## config.mk

```make
export PLATFORM = sky130hd
export DESIGN_NAME = card_clk_gen
export DESIGN_NICKNAME = d
export VERILOG_FILES = /design/src/rtl/ccg_pkg.sv /design/src/rtl/ccg_divider.sv /design/src/rtl/ccg_bypass.sv /design/src/rtl/ccg_idle.sv /design/src/rtl/card_clk_gen.sv
export SDC_FILE = /design/constraint.sdc
export NUM_CORES = 1
export LEC_CHECK = 0
export BUFFER_PORTS_ARGS = -buffer_cell sky130_fd_sc_hd__clkbuf_2
export CAP_MARGIN = 20
export CORE_ASPECT_RATIO = 1.1
export CORE_MARGIN = 2
export CORE_UTILIZATION = 63
export CTS_BUF_LIST = sky130_fd_sc_hd__clkbuf_2 sky130_fd_sc_hd__clkbuf_4 sky130_fd_sc_hd__clkbuf_8
export DETAILED_ROUTE_END_ITERATION = 6
export GPL_TIMING_DRIVEN = 0
export PLACE_DENSITY = 0.91
export SLEW_MARGIN = 5
export SYNTH_ARGS = -nofsm -noshare
export SYNTH_HDL_FRONTEND = slang
export SYNTH_HIERARCHICAL = 1
export SYNTH_SLANG_ARGS = --single-unit
```

## constraint.sdc

```tcl
create_clock -name clk -period 3.7 [get_ports clk]
set_clock_uncertainty 0.1 [all_clocks]
set_input_delay 0.925 -clock clk [delete_from_list [all_inputs] [get_ports clk]]
set_output_delay 0.925 -clock clk [all_outputs]
set_load 0.005 [all_outputs]
```

## src/rtl/ccg_pkg.sv

```systemverilog
`timescale 1ns/1ps
package ccg_pkg;

  typedef enum logic [1:0] {
    PWR_OFF  = 2'b00,
    PWR_RSVD = 2'b01,
    PWR_RAMP = 2'b10,
    PWR_ON   = 2'b11
  } pwr_e;

  // Only a fully powered supply lets the card clock run.
  function automatic logic pwr_allows(input logic [1:0] state);
    return state == PWR_ON;
  endfunction

  // Card clock period, in host cycles, for divide ratio n.
  function automatic int unsigned card_period(input int unsigned n);
    return 2 * (n + 1);
  endfunction

endpackage

```

## src/rtl/ccg_divider.sv

```systemverilog
`timescale 1ns/1ps
module ccg_divider #(
  parameter int DIV_W = 8
) (
  input  logic             clk,
  input  logic             rst_n,
  input  logic             run_ok,
  input  logic [DIV_W-1:0] div_ratio,
  output logic             phase,
  output logic             rise_tick,
  output logic [DIV_W-1:0] n_act
);

  logic [DIV_W-1:0] cnt;

  // The clock rises on the next edge when it is low, allowed and the count is spent.
  assign rise_tick = !phase && run_ok && (cnt == '0);

  always_ff @(posedge clk or negedge rst_n) begin
    if (!rst_n) begin
      phase <= 1'b0;
      cnt   <= '0;
      n_act <= '0;
    end else if (!phase) begin
      if (!run_ok) begin
        cnt   <= '0;
        n_act <= div_ratio;
      end else if (cnt == '0) begin
        phase <= 1'b1;
        cnt   <= n_act;
      end else begin
        cnt <= cnt - 1'b1;
      end
    end else begin
      if (cnt == '0) begin
        phase <= 1'b0;
        cnt   <= div_ratio;
        n_act <= div_ratio;
      end else begin
        cnt <= cnt - 1'b1;
      end
    end
  end

endmodule

```

## src/rtl/ccg_bypass.sv

```systemverilog
`timescale 1ns/1ps
module ccg_bypass (
  input  logic clk,
  input  logic rst_n,
  input  logic run_ok,
  output logic run_q,
  output logic en_neg,
  output logic clk_out
);

  always_ff @(posedge clk or negedge rst_n) begin
    if (!rst_n) run_q <= 1'b0;
    else        run_q <= run_ok;
  end

  // The enable changes only while the host clock is low, so the output has no runt pulse.
  always_ff @(negedge clk or negedge rst_n) begin
    if (!rst_n) en_neg <= 1'b0;
    else        en_neg <= run_q;
  end

  assign clk_out = clk & en_neg;

endmodule

```

## src/rtl/ccg_idle.sv

```systemverilog
`timescale 1ns/1ps
module ccg_idle #(
  parameter int IDLE_CYC = 8
) (
  input  logic clk,
  input  logic rst_n,
  input  logic both_idle,
  input  logic edge_seen,
  output logic sleep_q
);

  localparam int CW = $clog2(IDLE_CYC + 1);

  logic [CW-1:0] cnt;

  always_ff @(posedge clk or negedge rst_n) begin
    if (!rst_n) begin
      cnt     <= '0;
      sleep_q <= 1'b0;
    end else if (!both_idle) begin
      cnt     <= '0;
      sleep_q <= 1'b0;
    end else if (!sleep_q && edge_seen) begin
      cnt <= cnt + 1'b1;
      if (cnt == CW'(IDLE_CYC - 1)) sleep_q <= 1'b1;
    end
  end

endmodule

```

## src/rtl/card_clk_gen.sv

```systemverilog
`timescale 1ns/1ps
module card_clk_gen #(
  parameter int DIV_W    = 8,
  parameter int IDLE_CYC = 8
) (
  input  logic             clk,
  input  logic             rst_n,
  input  logic [DIV_W-1:0] div_ratio,
  input  logic             bypass,
  input  logic             clk_en,
  input  logic             psave_en,
  input  logic [1:0]       pwr_state,
  input  logic             cmd_idle,
  input  logic             dat_idle,
  output logic             card_clk,
  output logic             card_rise
);

  import ccg_pkg::*;

  logic             both_idle;
  logic             sleep_q;
  logic             run_req;
  logic             mode_q;
  logic             quiet;
  logic             div_ok;
  logic             byp_ok;
  logic             div_phase;
  logic             div_tick;
  logic [DIV_W-1:0] n_act;
  logic             byp_run;
  logic             en_neg;
  logic             byp_clk;
  logic             rise_q;

  assign both_idle = cmd_idle & dat_idle;

  // Activity on either path lifts power-save gating at once.
  assign run_req = clk_en & pwr_allows(pwr_state) & ~(psave_en & sleep_q & both_idle);

  // The mode may change only when neither clock source is driving.
  assign quiet  = ~div_phase & ~byp_run & ~en_neg;
  assign div_ok = run_req & ~mode_q & ~bypass;
  assign byp_ok = run_req &  mode_q &  bypass;

  always_ff @(posedge clk or negedge rst_n) begin
    if (!rst_n)     mode_q <= 1'b0;
    else if (quiet) mode_q <= bypass;
  end

  ccg_divider #(.DIV_W(DIV_W)) u_div (
    .clk       (clk),
    .rst_n     (rst_n),
    .run_ok    (div_ok),
    .div_ratio (div_ratio),
    .phase     (div_phase),
    .rise_tick (div_tick),
    .n_act     (n_act)
  );

  ccg_bypass u_byp (
    .clk     (clk),
    .rst_n   (rst_n),
    .run_ok  (byp_ok),
    .run_q   (byp_run),
    .en_neg  (en_neg),
    .clk_out (byp_clk)
  );

  ccg_idle #(.IDLE_CYC(IDLE_CYC)) u_idle (
    .clk       (clk),
    .rst_n     (rst_n),
    .both_idle (both_idle),
    .edge_seen (rise_q),
    .sleep_q   (sleep_q)
  );

  always_ff @(posedge clk or negedge rst_n) begin
    if (!rst_n) rise_q <= 1'b0;
    else        rise_q <= mode_q ? en_neg : div_tick;
  end

  assign card_rise = rise_q;
  assign card_clk  = mode_q ? byp_clk : div_phase;

endmodule

```

==> results of run 1 <==
where the power goes:
part / total [mW] / switching [mW] / internal, mW
logic: 0.140 / 0.0790 / 0.0607
registers: 0.317 / 0.0166 / 0.300
clock network: 0.240 / 0.0931 / 0.147
metal layers:
metal | vias up | part of all wire
met1 | 507 | 0.41
met5 | - | 0
li1 | 487 | -
met2 | 35 | 0.52
met3 | 7 | 0.052
met4 | 0 | 0.018
final cells by class:
type	count	area (um^2)
Clock buffer	7	50.0
Sequential cell	26	651
Buffer	2	16.3
Inverter	4	15.0
Fill cell	145	460
Clock inverter	1	30.0
Timing Repair Buffer	18	92.6
Multi-Input combinational cell	87	692
Tap cell	28	35.0
through the flow:
step | total power, mW | instance area, um^2
after floorplan | 0.418 | 1370
after global placement | 0.454 | 1500
after detailed placement | 0.460 | 1500
after CTS | 0.705 | 1570
after global routing | 0.739 | 1580
final | 0.696 | 1580
placed cells by master (no fill, tap or decap), types with 2 or more instances in the layout:
master / instances
o21ai_0: 9
inv_1: 4
mux2i_1: 2
o21a_1: 2
nor3b_1: 2
mux2_1: 2
dfrtp_1: 25
and2_1: 3
nor2b_1: 3
xor2_1: 3
nor3_1: 2
mux2_4: 9
nand2b_1: 2
xnor2_1: 2
clkbuf_4: 6
nand2_1: 8
ha_1: 3
a221oi_1: 6
nor2_1: 8
clkbuf_2: 18
a21oi_1: 3
flip-flops by register name (all words and copies together), names as in the netlist:
| signal | count |
|---|---|
| card_rise | 1 |
| mode_q | 1 |
| u_byp/en_neg | 1 |
| u_byp/run_q | 1 |
| u_div/cnt | 8 |
| u_div/n_act | 8 |
| u_div/phase | 1 |
| u_idle/cnt | 4 |
| u_idle/sleep_q | 1 |
what timing repair did:
item	CTS	global route
setup buffers	0	1
gates resized for setup	1	0
pin swaps	1	1
setup endpoints to repair	2	2
logic make-up after synthesis:
family          count (synthesis)  synth area share
buf+inv                         6            0.0228
xor+xnor                        5            0.0320
fa+ha+maj                       3            0.0274
compound gates                 27             0.132
simple gates                   39             0.184
flops                          26             0.475
mux                            13             0.127
Yosys cell counts, types with 2 or more instances:
master,count,area share
dfrtp_1,25,0.46
o21ai_0,9,0.033
mux2_4,8,0.088
nand2_1,8,0.022
nor2_1,8,0.022
a221oi_1,6,0.038
inv_1,4,0.011
a21oi_1,3,0.011
and2_1,3,0.014
ha_1,3,0.027
mux2_1,3,0.025
nor2b_1,3,0.014
xor2_1,3,0.019
mux2i_1,2,0.015
nand2b_1,2,0.0091
nor3_1,2,0.0073
nor3b_1,2,0.011
o21a_1,2,0.011
xnor2_1,2,0.013
worst max-delay path by stage:
stage,end,cells past startpoint
finish,card_clk,3
global route,card_clk,3
CTS,card_clk,3
detailed placement,card_clk,3
global placement,card_clk,3
floorplan,card_clk,2
critical path: stages (launching register included):
cell	delay [ns]
dfrtn_1	0.39
and2_1	0.14
mux2_4	0.25
clkbuf_2	0.11
==> results.cfg, run 1 <==
[timing]
maxSlewViolCount = 0
setup_viol = 2
fin_ws_ns = -0.495
worst_slew_pin_slew_ns = 0.714
rsz0062_at_grt = true
fin_hold_ws_ns = 0.385
fin_setup_tns_ns = -0.495
maxSlewHeadroom = 0.520
hold_viol = 0

[power_and_ir_drop]
power.leakage_nw = 0.771
peakVddDrop_v = 0.000287
powerDensity_nw_per_um2 = 440

[run_status]
status = finished, violations left
violations = negative setup slack

[critical_path]
arrival_ns = 3.17
reg2reg_slack_ns = 0.62
cp_max_fo = 3
setup.worst_path.start_class = register
crit-reg2reg-launch = u_byp/en_neg$_DFF_NN0_
critPathRequiredTime_ns = 2.67
worstSetupPathType = register to output pin
r2r_cells = 3
worst_setup_path_end_kind = output pin
startpoint = u_byp/en_neg$_DFF_NN0_
r2r_end = mode_q$_DFFE_PN0P_

[floorplanning]
row_count = 17
die-width_um = 48.5
die_y_um = 52.9
die-area_um2 = 2560
initial_core_util = 0.671
core-area_um2 = 2040
io_pins = 19

[global_route]
grt_usage = 0.256
grt_max_degree = 27
top_usage_layer = met2
first_global_vias = 1051
met2_usage = 0.456
antenna_found_initial = 0
grt_use_met1 = 0.258
grt_pass1_wl_um = 4620
use_met3 = 0.0847
overflow = 0

[layout]
drive_gt1_frac = 0.297
fin_nets = 166
fin_util = 0.775
areaGrowthSynthToFinish_pct = 15.4
antennaDiodeCount = 0
final_cells = 173

[synth]
synth_cells = 119
synth.distinct_cells = 40
ys_warn_count = 6
ys_seq_area_frac = 0.475
syn_area_um2 = 1370
synth-main-ff-cell = dfrtp_1
syn_avg_cell_area_um2 = 11.5
synth_edf_count = 0
ys_ff_latch = 26
syn_nets = 139
async_flop_share = 1.00

[drt]
totalWireLength_um = 2660
ant_nets = 0
vias = 1036
drt_pass1_iterations = 4
detail_route.iter0.violations = 12
drcViolationCount = 0
wl_per_cell_um = 15.4
vias_per_cell = 5.99

[run]
drv_cap = 0

[placement]
hpwl_um = 1880
gp_congestion = 0.796
dpl.cell_count = 165
numPortBuffers = 18
pre_cts_slack_ns = -0.0564

[clocking]
insertion_delay_ns = 0.43
cts_tree = built
clk_pin_slew_ns = 0.14
cts_hold_buffers = 0

[worst_hold_path]
hp-class = primary input to async pin
Power figures use the tool's default switching activity.
==> run 2, diff against run 1 <==
- MAX_ROUTING_LAYER: not set -> met4
==> results.cfg, run 2 (synthesized netlist as in run 1, its figures left out) <==
[run_status]
status = finished, violations left
violations = negative setup slack

[global_route]
grt_pass1_wl_um = 4620
overflow = 0
grt_usage = 0.261
grt_max_degree = 27
antenna_found_initial = 0
first_global_vias = 1048

[floorplanning]
die_y_um = 52.9
io_pins = 19
core-area_um2 = 2040
die-width_um = 48.5
initial_core_util = 0.671
row_count = 17
die-area_um2 = 2560

[clocking]
cts_tree = built
insertion_delay_ns = 0.43
clk_pin_slew_ns = 0.15

[critical_path]
worstSetupPathType = register to output pin
cp_slowest_cell = dfrtn_1
setup.worst_path.start_class = register
r2r_end = mode_q$_DFFE_PN0P_
arrival_ns = 3.19
path_cells = and2_1 -> mux2_4 -> clkbuf_2
reg2reg_slack_ns = 0.61
r2r_cells = 3
cp_max_fo = 3
slowest_delay_ns = 0.39
worst_setup_path_end_kind = output pin
critPathRequiredTime_ns = 2.67
crit-reg2reg-launch = u_byp/en_neg$_DFF_NN0_

[drt]
vias_per_cell = 5.95
wl_per_cell_um = 15.4
vias = 1029
drcViolationCount = 0
detail_route.iter0.violations = 22
m1WireLength_um = 1130
wl_met2_um = 1380
totalWireLength_um = 2670
ant_nets = 0
drt_pass1_iterations = 4
routed.top_layer = met4
dr_wl_met3_um = 117

[timing]
worst_slew_pin_slew_ns = 0.714
hold_viol = 0
setup_viol = 2
fin_ws_ns = -0.510
rsz0062_at_grt = true
fin_hold_ws_ns = 0.378
maxSlewHeadroom = 0.520
maxSlewViolCount = 0

[layout]
fin_nets = 166
layout_commonest_cell = dfrtp_1
areaGrowthSynthToFinish_pct = 15.4
final_cells = 173
drive_gt1_frac = 0.297
design_area_um2 = 1580
final_cell_mix = dfrtp_1 (25), clkbuf_2 (18), mux2_4 (9), o21ai_0 (9)
fin_util = 0.775
reg_top3 = u_div/cnt: 8 flops, u_div/n_act: 8 flops, u_idle/cnt: 4 flops
antennaDiodeCount = 0

[placement]
numPortBuffers = 18
gp_congestion = 0.807
place_area_um2 = 1500
hpwl_um = 1880
dpl.cell_count = 165

[power_and_ir_drop]
powerDensity_nw_per_um2 = 441
peakVddDrop_v = 0.000288
power.leakage_nw = 0.771

[worst_hold_path]
hp-class = primary input to async pin

[run]
drv_cap = 0
==> run 2: cell counts in the layout (fill, tap and decap cells not counted) <==
Identical to the previous run, type by type.
==> run 2: cell type report <==
cell class                 instances  area [um^2]
inverter                           4         15.0
clock inverter                     1         30.0
fill                             145          460
clock buffer                       7         50.0
timing repair buffer              18         92.6
sequential                        26          651
buffer                             2         16.3
multi-input combinational         87          692
tap                               28         35.0
==> run 2: routing by layer <==
layer,track usage,vias to the layer above
met3,0.0763,5
met4,0.176,0
met5,-,-
met1,0.258,508
met2,0.456,30
li1,-,486
==> run 2: timing repair <==
| item | in CTS | in global routing |
|---|---|---|
| buffers inserted | 0 | 1 |
| hold buffers | 0 | 0 |
| pin swaps | 1 | 1 |
| gates resized for setup | 1 | 0 |
| endpoints found under the setup margin | 2 | 2 |
==> run 2: critical path: cells and delay by family (launching register included) <==
family / cells / cell delay (ns)
DFF: 1 / 0.39
muxes: 1 / 0.25
buffers and inverters: 1 / 0.11
and+or+nand+nor: 1 / 0.15
==> run 2: worst max-delay path by stage <==
| stage | end | from | slack, ns | cells after the start |
|---|---|---|---|---|
| 2_1_floorplan | card_clk | u_byp/en_neg$_DFF_NN0_ | 0.06 | 2 |
| 3_3_place_gp | card_clk | u_byp/en_neg$_DFF_NN0_ | -0.05 | 3 |
| 3_5_place_dp | card_clk | u_byp/en_neg$_DFF_NN0_ | -0.06 | 3 |
| 4_1_cts | card_clk | u_byp/en_neg$_DFF_NN0_ | -0.55 | 3 |
| 5_1_grt | card_clk | u_byp/en_neg$_DFF_NN0_ | -0.55 | 3 |
| 6_report | card_clk | u_byp/en_neg$_DFF_NN0_ | -0.51 | 3 |
==> run 2: where the power goes <==
part	switching, mW	internal [mW]
sequential	0.0166	0.300
combinational	0.0785	0.0607
clock	0.0950	0.147
total	0.190	0.508
==> run 2: per-stage QoR <==
stage	TNS (ns)	setup slack (ns)	total power [mW]
after floorplan	0	0.0610	0.418
after global routing	-0.548	-0.548	0.738
after detailed placement	-0.0564	-0.0564	0.460
after CTS	-0.552	-0.552	0.705
after global placement	-0.0505	-0.0505	0.454
final	-0.510	-0.510	0.698
==> run 3, diff against run 2 <==
- CORE_MARGIN: 2 -> not set
- clock period: 3.7 -> 5.1 ns (I/O delays scaled with it)
==> results.cfg, run 3 (synthesized netlist as in run 1, its figures left out) <==
[critical_path]
startpoint = u_byp/en_neg$_DFF_NN0_
crit_cells = 3
critPathBufInv = 1
slowest_delay_ns = 0.36
cp_max_fo = 2
crit-reg2reg-launch = u_byp/en_neg$_DFF_NN0_
setup.worst_path.start_class = register
critPathRequiredTime_ns = 3.72
r2r_cells = 3
path_cells = and2_1 -> mux2_4 -> clkbuf_2
cp_top_family = flip-flops
worst_setup_path_end_kind = output pin
worstSetupPathType = register to output pin
cp_slowest_cell = dfrtn_1
arrival_ns = 3.83

[power_and_ir_drop]
power_switching_mw = 0.144
peakVddDrop_v = 0.000307
seqPwrFrac = 0.482
combPwrFrac = 0.217
swShare = 0.301
powerDensity_nw_per_um2 = 304
power.leakage_nw = 0.764
internal-power_mw = 0.333
p_clk_frac = 0.301

[clocking]
cts_tree = built
clk_pin_slew_ns = 0.13
insertion_delay_ns = 0.43
cts_hold_buffers = 0

[worst_hold_path]
whs_path_depth = 1
hp-class = register to register
min_from = u_div/n_act[3]$_DFFE_PN0P_

[timing]
maxSlewHeadroom = 0.508
worst_slew_pin_slew_ns = 0.732
maxSlewViolCount = 0
setup_viol = 2
hold_viol = 0
fin_ws_ns = -0.107
rsz0062_at_grt = true

[drt]
vias = 1041
wl_per_cell_um = 16.6
totalWireLength_um = 2870
drcViolationCount = 0
detail_route.iter0.violations = 32
vias_per_cell = 6.02
drt_pass1_iterations = 4
ant_nets = 0

[placement]
numPortBuffers = 18
dpl.cell_count = 165
pre_cts_slack_ns = 0.308
gp_congestion = 0.817
hpwl_um = 1940

[run_status]
status = finished, violations left
violations = negative setup slack

[run]
drv_cap = 0

[layout]
final_cell_mix = dfrtp_1 (25), clkbuf_2 (18), mux2_4 (9), o21ai_0 (9)
areaGrowthSynthToFinish_pct = 14.2
final_cells = 173
reg_top3 = u_div/cnt: 8 flops, u_div/n_act: 8 flops, u_idle/cnt: 4 flops
drive_gt1_frac = 0.297
fill_cells = 122
layout_commonest_cell = dfrtp_1
fin_nets = 166
antennaDiodeCount = 0

[floorplanning]
die_y_um = 50.9
die-area_um2 = 2370
row_count = 17
initial_core_util = 0.678
die-width_um = 46.5
io_pins = 19
core-area_um2 = 2020

[global_route]
antenna_found_initial = 0
grt_usage = 0.311
first_global_vias = 1116
overflow = 0
grt_max_degree = 27
grt_pass1_wl_um = 4770
==> run 3: path summary, 6_finish.rpt <==
kind	end	slack, ns
min in group asynchronous	u_div/cnt[1]$_DFF_PN0_	0.74
setup reg to reg	mode_q$_DFFE_PN0P_	1.33
max in group asynchronous	u_byp/en_neg$_DFF_NN0_	1.28
hold / removal	u_div/n_act[3]$_DFFE_PN0P_	0.42
hold reg to reg	u_div/n_act[3]$_DFFE_PN0P_	0.42
setup / recovery	card_clk	-0.11
==> run 3: cell type report <==
type                            count  area, um^2  share of cell area
Sequential cell                    26         651               0.416
Inverter                            4        15.0             0.00959
Multi-Input combinational cell     87         692               0.442
Buffer                              2        16.3              0.0104
Clock buffer                        8        63.8              0.0408
Timing Repair Buffer               18        92.6              0.0592
Tap cell                           28        35.0              0.0224
==> run 3: worst reg2reg max path: stages (launching register included) <==
cell and delay [ns]:
dfrtn_1 0.36, buf_4 0.14, nor3_2 0.19, mux2_1 0.33
==> run 3: power groups by stage <==
stage	clock network, mW	logic (mW)	registers (mW)
after detailed placement	0.00106	0.100	0.234
after floorplan	0.000731	0.0719	0.231
after global placement	0.00106	0.0952	0.232
final	0.143	0.103	0.230
after CTS	0.149	0.102	0.230
after global routing	0.159	0.111	0.231
==> run 3: what timing repair did <==
item | 4_1_cts | 5_1_grt
setup endpoints to repair | 2 | 2
setup buffers | 1 | 0
resized for setup | 1 | 0
==> run 3: metal layers <==
layer | vias up | share of wire | track usage
met2 | 38 | 0.50 | 0.419
met4 | 0 | 0.027 | 0.275
met1 | 508 | 0.42 | 0.360
li1 | 488 | - | -
met3 | 7 | 0.055 | 0.102
met5 | - | 0 | -
==> run 3: stage by stage <==
| stage | utilization | power [mW] | cell area, um^2 | setup TNS (ns) | hold WS (ns) |
|---|---|---|---|---|---|
| after global placement | 0.740 | 0.329 | 1500 | 0 | 0.387 |
| final | 0.775 | 0.477 | 1570 | -0.107 | 0.423 |
| after global routing | 0.775 | 0.501 | 1570 | -0.165 | 0.449 |
| after detailed placement | 0.740 | 0.335 | 1500 | 0 | 0.391 |
| after CTS | 0.775 | 0.480 | 1570 | -0.135 | 0.425 |
| after floorplan | - | 0.303 | 1370 | 0 | 0.376 |
